**config.mk**
```make
export PLATFORM = sky130hd
export DESIGN_NAME = sync_word_detector
export DESIGN_NICKNAME = d
export VERILOG_FILES = /design/src/rtl/sync_det_pkg.sv /design/src/rtl/sync_shift_window.sv /design/src/rtl/sync_mismatch_count.sv /design/src/rtl/sync_detect_flag.sv /design/src/rtl/sync_word_detector.sv
export SDC_FILE = /design/constraint.sdc
export NUM_CORES = 1
export LEC_CHECK = 0
export ABC_AREA = 1
export CAP_MARGIN = 20
export CORE_MARGIN = 2
export CORE_UTILIZATION = 55
export CTS_BUF_LIST = sky130_fd_sc_hd__clkbuf_4 sky130_fd_sc_hd__clkbuf_8 sky130_fd_sc_hd__clkbuf_16
export CTS_CLUSTER_SIZE = 20
export DETAILED_ROUTE_END_ITERATION = 6
export PLACE_DENSITY = 0.87
export SYNTH_ARGS = -nofsm -noshare
export SYNTH_HDL_FRONTEND = slang
export SYNTH_SLANG_ARGS = --single-unit
```
**constraint.sdc**
```tcl
create_clock -name clk -period 16.8 [get_ports clk]
set_input_delay 5.04 -clock clk [delete_from_list [all_inputs] [get_ports clk]]
set_output_delay 5.04 -clock clk [all_outputs]
set_load 0.01 [all_outputs]
```
**src/rtl/sync_det_pkg.sv**
```systemverilog
package sync_det_pkg;

  typedef enum logic [1:0] {
    SYNC_LEN_SHORT = 2'b00,
    SYNC_LEN_MID   = 2'b01,
    SYNC_LEN_LONG  = 2'b10,
    SYNC_LEN_FULL  = 2'b11
  } sync_len_e;

  // Compared length for a length code: base plus one step per code value.
  function automatic int sync_len_bits(input sync_len_e code, input int base, input int step);
    return base + step * int'(code);
  endfunction

endpackage

```
**src/rtl/sync_shift_window.sv**
```systemverilog
module sync_shift_window #(
  parameter int WMAX   = 24,
  parameter int FILL_W = $clog2(WMAX + 1)
) (
  input  logic              clk,
  input  logic              rst,
  input  logic              shift_en,
  input  logic              bit_in,
  output logic [WMAX-1:0]   window,
  output logic [FILL_W-1:0] fill
);

  localparam logic [FILL_W-1:0] FILL_MAX = FILL_W'(WMAX);

  // Newest bit enters at position 0; older bits move up.
  always_ff @(posedge clk) begin
    if (rst) begin
      window <= '0;
      fill   <= '0;
    end else if (shift_en) begin
      window <= {window[WMAX-2:0], bit_in};
      if (fill != FILL_MAX) fill <= fill + FILL_W'(1);
    end
  end

  assert_fill_bound_R7: assert property (@(posedge clk) disable iff (rst)
    fill <= FILL_MAX);

  assert_reset_empty_R7: assert property (@(posedge clk)
    rst |=> (fill == '0));

  assert_newest_bit_R3: assert property (@(posedge clk) disable iff (rst)
    shift_en |=> (window[0] == $past(bit_in)));

  assert_idle_hold_R6: assert property (@(posedge clk) disable iff (rst)
    !shift_en |=> ($stable(window) && $stable(fill)));

endmodule

```
**src/rtl/sync_mismatch_count.sv**
```systemverilog
module sync_mismatch_count
  import sync_det_pkg::*;
#(
  parameter int WMAX     = 24,
  parameter int LEN_BASE = 12,
  parameter int LEN_STEP = 4,
  parameter int FILL_W   = $clog2(WMAX + 1)
) (
  input  logic [WMAX-1:0]   window,
  input  logic [WMAX-1:0]   pattern,
  input  logic [1:0]        len_sel,
  output logic [FILL_W-1:0] n_bits,
  output logic [FILL_W-1:0] err_cnt
);

  logic [WMAX-1:0] mask;
  logic [WMAX-1:0] diff;

  assign n_bits = FILL_W'(sync_len_bits(sync_len_e'(len_sel), LEN_BASE, LEN_STEP));

  // Only the lowest n_bits positions take part in the comparison.
  for (genvar g = 0; g < WMAX; g++) begin : g_mask
    assign mask[g] = (FILL_W'(g) < n_bits);
  end

  assign diff = (window ^ pattern) & mask;

  always_comb begin
    err_cnt = '0;
    for (int i = 0; i < WMAX; i++) begin
      if (diff[i]) err_cnt = err_cnt + FILL_W'(1);
    end
  end

endmodule

```
**src/rtl/sync_detect_flag.sv**
```systemverilog
module sync_detect_flag #(
  parameter int FILL_W = 5,
  parameter int TOL_W  = 2
) (
  input  logic              clk,
  input  logic              rst,
  input  logic              beat,
  input  logic [FILL_W-1:0] fill,
  input  logic [FILL_W-1:0] n_bits,
  input  logic [FILL_W-1:0] err_cnt,
  input  logic [TOL_W-1:0]  tol,
  output logic              found
);

  logic hit;

  assign hit = (fill >= n_bits) && (err_cnt <= FILL_W'(tol));

  // Registered from the window as it stood before this beat.
  always_ff @(posedge clk) begin
    if (rst)       found <= 1'b0;
    else if (beat) found <= hit;
  end

  assert_rise_on_beat_R4: assert property (@(posedge clk) disable iff (rst)
    $rose(found) |-> $past(beat));

  assert_flag_hold_R6: assert property (@(posedge clk) disable iff (rst)
    !beat |=> $stable(found));

  assert_reset_clear_R7: assert property (@(posedge clk)
    rst |=> !found);

  assert_need_full_R7: assert property (@(posedge clk) disable iff (rst)
    (beat && (fill < n_bits)) |=> !found);

  assert_err_limit_R2: assert property (@(posedge clk) disable iff (rst)
    (beat && (err_cnt > FILL_W'(tol))) |=> !found);

endmodule

```
**src/rtl/sync_word_detector.sv**
```systemverilog
module sync_word_detector #(
  parameter int WMAX     = 24,
  parameter int LEN_BASE = 12,
  parameter int LEN_STEP = 4,
  parameter int TOL_W    = 2
) (
  input  logic            clk,
  input  logic            rst,
  input  logic            rx_valid,
  output logic            rx_ready,
  input  logic            rx_data,
  input  logic [WMAX-1:0] sync_pattern,
  input  logic [1:0]      len_sel,
  input  logic [TOL_W-1:0] tol_sel,
  output logic            sync_found
);

  localparam int FILL_W = $clog2(WMAX + 1);

  logic              beat;
  logic [WMAX-1:0]   window;
  logic [FILL_W-1:0] fill;
  logic [FILL_W-1:0] n_bits;
  logic [FILL_W-1:0] err_cnt;

  assign rx_ready = 1'b1;
  assign beat     = rx_valid & rx_ready;

  sync_shift_window #(.WMAX(WMAX), .FILL_W(FILL_W)) u_window (
    .clk      (clk),
    .rst      (rst),
    .shift_en (beat),
    .bit_in   (rx_data),
    .window   (window),
    .fill     (fill)
  );

  sync_mismatch_count #(
    .WMAX(WMAX), .LEN_BASE(LEN_BASE), .LEN_STEP(LEN_STEP), .FILL_W(FILL_W)
  ) u_count (
    .window  (window),
    .pattern (sync_pattern),
    .len_sel (len_sel),
    .n_bits  (n_bits),
    .err_cnt (err_cnt)
  );

  sync_detect_flag #(.FILL_W(FILL_W), .TOL_W(TOL_W)) u_flag (
    .clk     (clk),
    .rst     (rst),
    .beat    (beat),
    .fill    (fill),
    .n_bits  (n_bits),
    .err_cnt (err_cnt),
    .tol     (tol_sel),
    .found   (sync_found)
  );

  assert_ready_high_R8: assert property (@(posedge clk) rx_ready);

endmodule

```
After elaboration in Yosys (flattened, before gate mapping)
Cells that the tools add are included.
W data, S select, Z words.
{ "word_totals": {"regBits": 30, "latchBits": 0, "mem_bits_rw": 0, "rom_bits": 0, "out_inout_bits": 2, "word_cells": 83, "memories": 0} }
{ "op_classes": {"n_addsub": 25, "mul": 0, "div_mod_pow": 0, "order_cmp": 26, "eq_ne": 1, "shifts": 0, "n_mux": 24, "bitwise_logic": 2, "reduce_logical": 2} }
{ "ops": {"columns": ["op", "count"], "rows": [
  ["$add A5 B1 Y5 const B", 23],
  ["$mux W5", 23],
  ["$lt A4 B5 Y1 const A", 8],
  ["$lt A5 B5 Y1 const A", 8],
  ["$and A24 B24 Y24", 1],
  ["$xor A24 B24 Y24", 1],
  ["$lt A3 B5 Y1 const A", 4],
  ["$lt A1 B5 Y1 const A", 2],
  ["$lt A2 B5 Y1 const A", 2],
  ["$add A4 B4 Y5 const A", 1],
  ["$ge A5 B5 Y1", 1],
  ["$le A5 B2 Y1", 1],
  ["$ne A5 B5 Y1 const B", 1],
  ["$add A1 B1 Y2 const B", 1],
  ["$reduce_and A2 Y1", 1],
  ["$logic_and A1 B1 Y1", 1],
  ["$mux W1", 1]
]} }

Logic depth before layout (Yosys ltp)
Gate-level depths: netlist (run 1).
{ "depth": {"ltp_word": 52, "mapped_depth": 84, "mapped_depth_nobuf": 84} }

Modules after synthesis
From an unflattened synthesis (run 1), not the netlist that was laid out.
{ "unflattened": {"hier_cells": 936, "hier_area_um2": 4949.7} }
{ "by_module_without_submodules": {"columns": ["mod", "n_inst", "cells_each", "area_per_inst_um2"], "rows": [
  ["sync_mismatch_count", 1, 750, 3593.4],
  ["sync_shift_window", 1, 145, 1106.1],
  ["sync_detect_flag", 1, 39, 239.0],
  ["sync_word_detector", 1, 2, 11.3]
]} }

Worst setup path before layout (run 1)
OpenSTA, ideal clock, no wires.
{ "synth_timing": {"path_kind": "input to register", "from": "in sync_pattern[0]", "to": "reg u_flag.found", "setup_time_ps": 70, "arrival_time_ps": 16345, "t_required_ps": 16730, "setup_slack_ps": 385, "stages": 84, "path_cell_list": "xnor2_1 > inv_1 > ha_1 > inv_1 > nand3_1 > nand2_1 > inv_1 > ha_1 > nand2_1 > nand2_1 > ha_1 > or2_1 > nand2_2 > inv_1 > ha_1 > or2_2 > nand2_1 > inv_1 > [48 not listed] > nand2_1 > nand2_1 > ha_1 > nand2_1 > nand2_1 > ha_1 > nor2_1 > a31oi_1 > ha_1 > inv_1 > nor2_1 > o21ai_0 > o211ai_1 > a21oi_1 > nand2_1 > nor2_1 > nand3_1 > a21oi_1"} }
{ "synth_via": {"elab_chain_len": 51} }
{ "synth_rtl": {"columns": ["item", "line_no", "source"], "rows": [
  ["start, declared", "sync_word_detector.sv:12", "input logic [WMAX-1:0] sync_pattern,"],
  ["$xor A24 B24 Y24 *", "sync_mismatch_count.sv:26", "assign diff = (window ^ pattern) & mask;"],
  ["$and A24 B24 Y24 *", "sync_mismatch_count.sv:26", null],
  ["$mux W1 *", "sync_mismatch_count.sv:31", "if (diff[i]) err_cnt = err_cnt + FILL_W'(1);"],
  ["$add A1 B1 Y2", "sync_mismatch_count.sv:31", null],
  ["$mux W5 *", "sync_mismatch_count.sv:31", null],
  ["$add A5 B1 Y5", "sync_mismatch_count.sv:31", null],
  ["$mux W5 *", "sync_mismatch_count.sv:31", null],
  ["$add A5 B1 Y5", "sync_mismatch_count.sv:31", null],
  ["[35 not listed]", null, null],
  ["$add A5 B1 Y5", "sync_mismatch_count.sv:31", null],
  ["$mux W5 *", "sync_mismatch_count.sv:31", null],
  ["$add A5 B1 Y5", "sync_mismatch_count.sv:31", null],
  ["$mux W5 *", "sync_mismatch_count.sv:31", null],
  ["$add A5 B1 Y5", "sync_mismatch_count.sv:31", null],
  ["$mux W5 *", "sync_mismatch_count.sv:31", null],
  ["$le A5 B2 Y1 *", "sync_detect_flag.sv:17", "assign hit = (fill >= n_bits) && (err_cnt <= FILL_W'(tol));"],
  ["$logic_and A1 B1 Y1 *", "sync_detect_flag.sv:17", null],
  ["end signal, assigned", "sync_detect_flag.sv:22", "else if (beat) found <= hit;"],
  ["end, declared", "sync_detect_flag.sv:12", "output logic found"]
]} }
Every way passes the cells marked *; elsewhere a longest branch is shown, timed or not.
A chain may end at the register's enable or synchronous reset.

Final worst setup path (run 1)
Ends and elaborated chain as after synthesis.

==> flow_summary.json, run 1 <==
{
  "worstHoldStart": "u_flag.found",
  "route.met2.wl_um": 4680,
  "clk_pin_slew_ps": 60,
  "p_per_area_mw_per_mm2": 107,
  "yosysMostFrequentCell": "nand2_1",
  "arrival_ps": 16290,
  "r2r_setup_slack_ps": 5220,
  "ys_seq_area_share_pct": 13.4,
  "clockBufferDepth": 2,
  "final_nets": 937,
  "gp_congestion": 0.889,
  "synthDistinctLibCells": 39,
  "drv_cap": 0,
  "yosysTopAreaCellShare_pct": 21.0,
  "hold_depth": 2,
  "dr_wl_met3_um": 275,
  "required_ps": 16990,
  "clk_latency_ps": 280,
  "fmax_mhz": 62.1,
  "end_kind": "flop",
  "ioPinCount": 34,
  "track_usage_pct": 21.7,
  "critPathMaxFanout": 3,
  "stdcell_count": 975,
  "ant_nets": 0,
  "place_ws_ps": -471,
  "synth.area.top_cells": "nand2_1 (21%), dfxtp_1 (13%), inv_1 (13%)",
  "placementRows": 32,
  "vias": 4742,
  "critPathTopFamily": "adder cells",
  "critPathKind": "primary input to flop",
  "fin_area_sq_mm": 0.00540,
  "syn_to_final_growth_pct": 20.8,
  "finalClockSkew_ps": 5.25,
  "antenna_found_initial": 0,
  "reg2reg_to": "u_flag.found",
  "drt-initial-drc-count": 235,
  "drv_slew": 0,
  "min_period_over_period_pct": 95.9,
  "drive_above_1_share_pct": 18.6,
  "slew_headroom_pct": 30.3,
  "numCtsBuffers": 5,
  "grt_max_degree": 31,
  "drt-met1-wl_um": 4490,
  "root_buffer": "clkbuf_8",
  "worst_pin_slew_ps": 1040,
  "async_flop_share_pct": 0,
  "top_layer_used": "met4",
  "period_minus_slack_ps": 16110,
  "drc": 0,
  "grt_pass1_vias": 4211,
  "synthTopCellsByCount": "nand2_1 (250), inv_1 (154), nand3_1 (80)",
  "p_leak_nw": 3.15,
  "status": "finished, final reports clean",
  "synth_flop_cell": "dfxtp_1",
  "dpl_cell_area_sq_mm": 0.00508,
  "diodes": 0,
  "max-vdd-ir-drop_mv": 0.0695,
  "syn-num-nets": 874,
  "yosys_register_bits": 30,
  "n_fill_cell": 663,
  "first_pass_iters": 5,
  "cp.buffers_inverters": 9,
  "dp_cells": 961,
  "min-delay-path-class": "flop to flop",
  "synth_edf_count": 0,
  "synth_area_per_cell_sq_um": 5.52,
  "wl_per_cell_um": 9.83,
  "synthCells": 809,
  "crit_path_start_kind": "primary input",
  "fp.dieArea_sq_mm": 0.00886,
  "cts_tree": "built",
  "ff2ff_path_depth": 84,
  "wirelength_um": 9580,
  "via_per_inst": 4.86,
  "slowest_stage": "ha_1",
  "setup_viol": 0,
  "syn_area_sq_mm": 0.00447,
  "initial_utilization_pct": 57.2,
  "grt_remaining_overflow": 0,
  "h-tree-depth": 2,
  "hold_end": "u_flag.found",
  "cp_common_cell": "nand2_2",
  "finalHoldViolCount": 0,
  "yosysWarnings": 0,
  "fp.dieH_um": 94.1,
  "dieWidth_um": 94.1,
  "synth.largest_area_cell": "nand2_1",
  "layout_setup_ws_ps": 695,
  "reg2reg_from": "u_window.window[0]",
  "grt_pass1_wl_um": 16300,
  "coreArea_sq_mm": 0.00781,
  "cts_sinks": 30,
  "cpPeakStageDelay_ps": 290,
  "p_total_w": 0.000579,
  "portBuffers": 32,
  "dp_hpwl_um": 7460
}
-- logic make-up (layout without fill, tap and decap cells) --
logic type	count (synthesis)	count (layout)	synth area share (%)
flops	30	30	13.4
compound gates	47	47	6.33
buf+inv	176	240	15.1
simple gates	512	512	53.5
other cells	1	1	0.0839
xor+xnor	10	10	2.30
fa+ha+maj	33	33	9.24
-- state kept, by name, indices dropped and copies added (netlist names) --
register and cells:
u_window.window 24, u_window.fill 5, u_flag.found 1
-- tightest hold or removal path: cells and delay by family, from the launching register on --
| family | cells | cell delay, ps |
|---|---|---|
| flops | 1 | 320 |
| simple gates | 1 | 60 |
| compound gates | 1 | 60 |
-- power by group --
group	internal, W	total [W]	leakage, nW	switching [W]
sequential	0.0000724	0.0000739	0.243	0.00000150
clock	0.0000436	0.0000707	0.0579	0.0000271
combinational	0.000183	0.000434	2.85	0.000252
-- metrics by stage --
step	hold WS (ps)	util, %	TNS [ps]
after global routing	513	69.2	-42.2
after global placement	468	65.0	-139
after CTS	487	67.1	0
final	483	69.2	0
after detailed placement	474	65.0	-471
after floorplan	455	-	0
-- worst max-delay path by stage --
stage,endpoint,depth (start not counted),start
6_report,u_flag.found,85,sync_pattern[0]
4_1_cts,u_flag.found,85,sync_pattern[0]
3_5_place_dp,u_flag.found,85,sync_pattern[0]
5_1_grt,u_flag.found,85,sync_pattern[0]
3_3_place_gp,u_flag.found,85,sync_pattern[0]
2_1_floorplan,u_flag.found,84,sync_pattern[0]
-- cell type report --
cell class              count  area [sq um]  area share [%]
clock buffers               5          68.8            1.27
clock inverters             3          40.0           0.742
inverters                 167           632            11.7
multi-input cells         603          3350            62.1
flip-flops and latches     30           601            11.1
well taps                 102           128            2.36
repair buffers             65           576            10.7
-- placed cells by master, fill, tap and decap left out, drive strengths merged, types with 4 or more instances in the layout --
| cell | synthesis | layout |
|---|---|---|
| clkdlybuf4s50 | 0 | 29 |
| clkinv | 4 | 6 |
| buf | 2 | 33 |
| nand3 | 99 | 99 |
| inv | 163 | 163 |
| o21bai | 5 | 5 |
| ha | 33 | 33 |
| or2 | 5 | 5 |
| a21boi | 4 | 4 |
| clkbuf | 7 | 5 |
| nand2 | 312 | 312 |
| o21ai | 4 | 4 |
| nor3 | 15 | 15 |
| nor2 | 66 | 66 |
| a211oi | 4 | 4 |
| nand3b | 10 | 10 |
| xor2 | 8 | 8 |
| dfxtp | 30 | 30 |
| a21oi | 25 | 25 |
-- per-layer routing --
layer  GRT usage, %  vias to the layer above
met1           26.5                     2047
met3           2.41                       12
li1               -                     2617
met5              0                        -
met2           40.7                       66
met4           4.35                        0
-- what timing repair did --
action                                  4_1_cts  5_1_grt
buffers inserted                              1        5
endpoints found under the setup margin        1        1
gates resized for setup                       9       21
pin swaps                                     9       19
hold buffers                                  0        0
Power figures use the tool's default switching activity.
==> run 2: changes to the inputs <==
Settings changed: GPL_ROUTABILITY_DRIVEN set to 0, PLACE_DENSITY 0.87 to 0.84.
Clock period 16.8 ns to 16.2 ns, I/O delays scaled along.
==> run 2 against run 1 <==
First-iteration DRC count fell by 3.8%. Hold slack improved by 6.2 ps. Global-route usage is 3.3 points higher. Count of clock-buffer cells in the layout increased by 1. Highest routed layer unchanged. Critical path depth up 2. Die area did not move. Clock skew grew 4.6 ps. Cell area increased by 6.0%. Register-to-register slack worse by 370 ps. Critical endpoint unchanged. Worst setup slack worse by 260 ps.
==> flow_summary.json, run 2 (synthesized netlist as in run 1, its figures left out) <==
{
  "min_period_over_period_pct": 97.3,
  "regMostFlops": "u_window.window",
  "grt_max_degree": 31,
  "drc": 0,
  "final_common_cell": "nand2_1",
  "dp_cells": 964,
  "cts_sinks": 30,
  "busiest_layer": "met2",
  "fmax_mhz": 63.4,
  "slowest_stage": "ha_4",
  "ant_nets": 0,
  "portBuffers": 32,
  "status": "finished, final reports clean",
  "p_per_area_mw_per_mm2": 117,
  "dp_hpwl_um": 8050,
  "cp.buffers_inverters": 14,
  "p_leak_nw": 3.22,
  "required_ps": 16410,
  "drv_slew": 0,
  "stdcell_count": 996,
  "first_pass_iters": 6,
  "cpPeakStageDelay_ps": 280,
  "cp_common_cell": "nand2_2",
  "holdBufCountCts": 0,
  "initial_utilization_pct": 57.2,
  "dieWidth_um": 94.1,
  "ioPinCount": 34,
  "h-tree-depth": 2,
  "via_per_inst": 5.10,
  "track_usage_pct": 25.0,
  "critPathTopFamily": "adder cells",
  "mostFrequentLayoutCells": "nand2_1 (229), inv_1 (145), nand2_2 (78)",
  "final_nets": 958,
  "fp.dieH_um": 94.1,
  "grt_pass1_wl_um": 18800,
  "largest_reg_flops": 24,
  "critPathKind": "primary input to flop",
  "use_met2_pct": 46.9,
  "grt_remaining_overflow": 0,
  "slew_headroom_pct": 29.9,
  "setup_viol": 0,
  "max-vdd-ir-drop_mv": 0.0906,
  "drt-initial-drc-count": 226,
  "cts_tree": "built",
  "clk_pin_slew_ps": 70,
  "numCtsBuffers": 5,
  "met3_usage_pct": 2.73,
  "end_kind": "flop",
  "antenna_found_initial": 0,
  "min-delay-path-class": "flop to flop",
  "finalHoldViolCount": 0,
  "clk_latency_ps": 290,
  "wl_per_cell_um": 11.6,
  "wirelength_um": 11600,
  "drv_cap": 0,
  "arrival_ps": 15970,
  "vias": 5081,
  "worst_pin_slew_ps": 1050,
  "grt_pass1_vias": 4817,
  "coreArea_sq_mm": 0.00781,
  "met1_usage_pct": 29.2,
  "fp.dieArea_sq_mm": 0.00886,
  "diodes": 0,
  "placementRows": 32,
  "clockBufferDepth": 2,
  "period_minus_slack_ps": 15760,
  "root_buffer": "clkbuf_8",
  "crit_path_start_kind": "primary input",
  "syn_to_final_growth_pct": 28.1,
  "drive_above_1_share_pct": 24.4,
  "finalClockSkew_ps": 9.85,
  "largest_registers": "u_window.window x24, u_window.fill x5, u_flag.found x1",
  "critPathMaxFanout": 3,
  "p_total_w": 0.000668
}
==> run 2: routing by layer <==
metal,up-vias,wire (um)
met5,-,0
met4,0,354
met3,35,375
met2,124,5830
met1,2271,5010
li1,2651,-
==> run 2: per-stage QoR <==
stage	worst slack (ps)	util [%]	hold WS, ps	instance area (sq um)	setup TNS [ps]
2_1_floorplan	7.66	-	455	4480	0
3_3_place_gp	-488	65.4	465	5110	-488
3_5_place_dp	-1050	65.4	470	5110	-1050
4_1_cts	3.93	69.2	481	5400	0
5_1_grt	-208	73.3	506	5730	-208
6_report	438	73.3	489	5730	0
==> run 2: worst register-to-register path: cells and delay by family, from the launching register on <==
kind,cells,cell delay [ps]
simple gates,45,3770
buf+inv,13,1100
xor+xnor,1,230
compound gates,6,720
flops,1,400
fa+ha+maj,21,5080
==> run 2: layout make-up <==
type                    instances  area, sq um
repair buffers                 86          719
flip-flops and latches         30          601
multi-input cells             603         3550
inverters                     167          632
fillers                       599         2080
clock buffers                   6         82.6
well taps                     102          128
clock inverters                 2         12.5
==> run 2: worst paths after layout <==
check,from,endpoint,slack [ps],cells past startpoint
hold reg to reg,u_window.window[23],u_window.window[23],490,2
setup reg to reg,u_window.window[1],u_flag.found,4850,86
hold / removal,u_window.window[23],u_window.window[23],490,2
setup / recovery,sync_pattern[1],u_flag.found,440,87
==> run 2: what timing repair did <==
| action | 4_1_cts | 5_1_grt |
|---|---|---|
| setup endpoints to repair | 1 | 1 |
| gates resized for setup | 19 | 48 |
| setup buffers | 13 | 11 |
| pin swaps | 16 | 37 |
| endpoints found under the hold margin | 0 | 0 |
==> run 2: report_power, final <==
part           internal (W)  leakage [nW]  switching, W
combinational      0.000225          2.93      0.000303
clock             0.0000341        0.0472     0.0000291
sequential        0.0000751         0.243    0.00000143
total              0.000334          3.22      0.000334
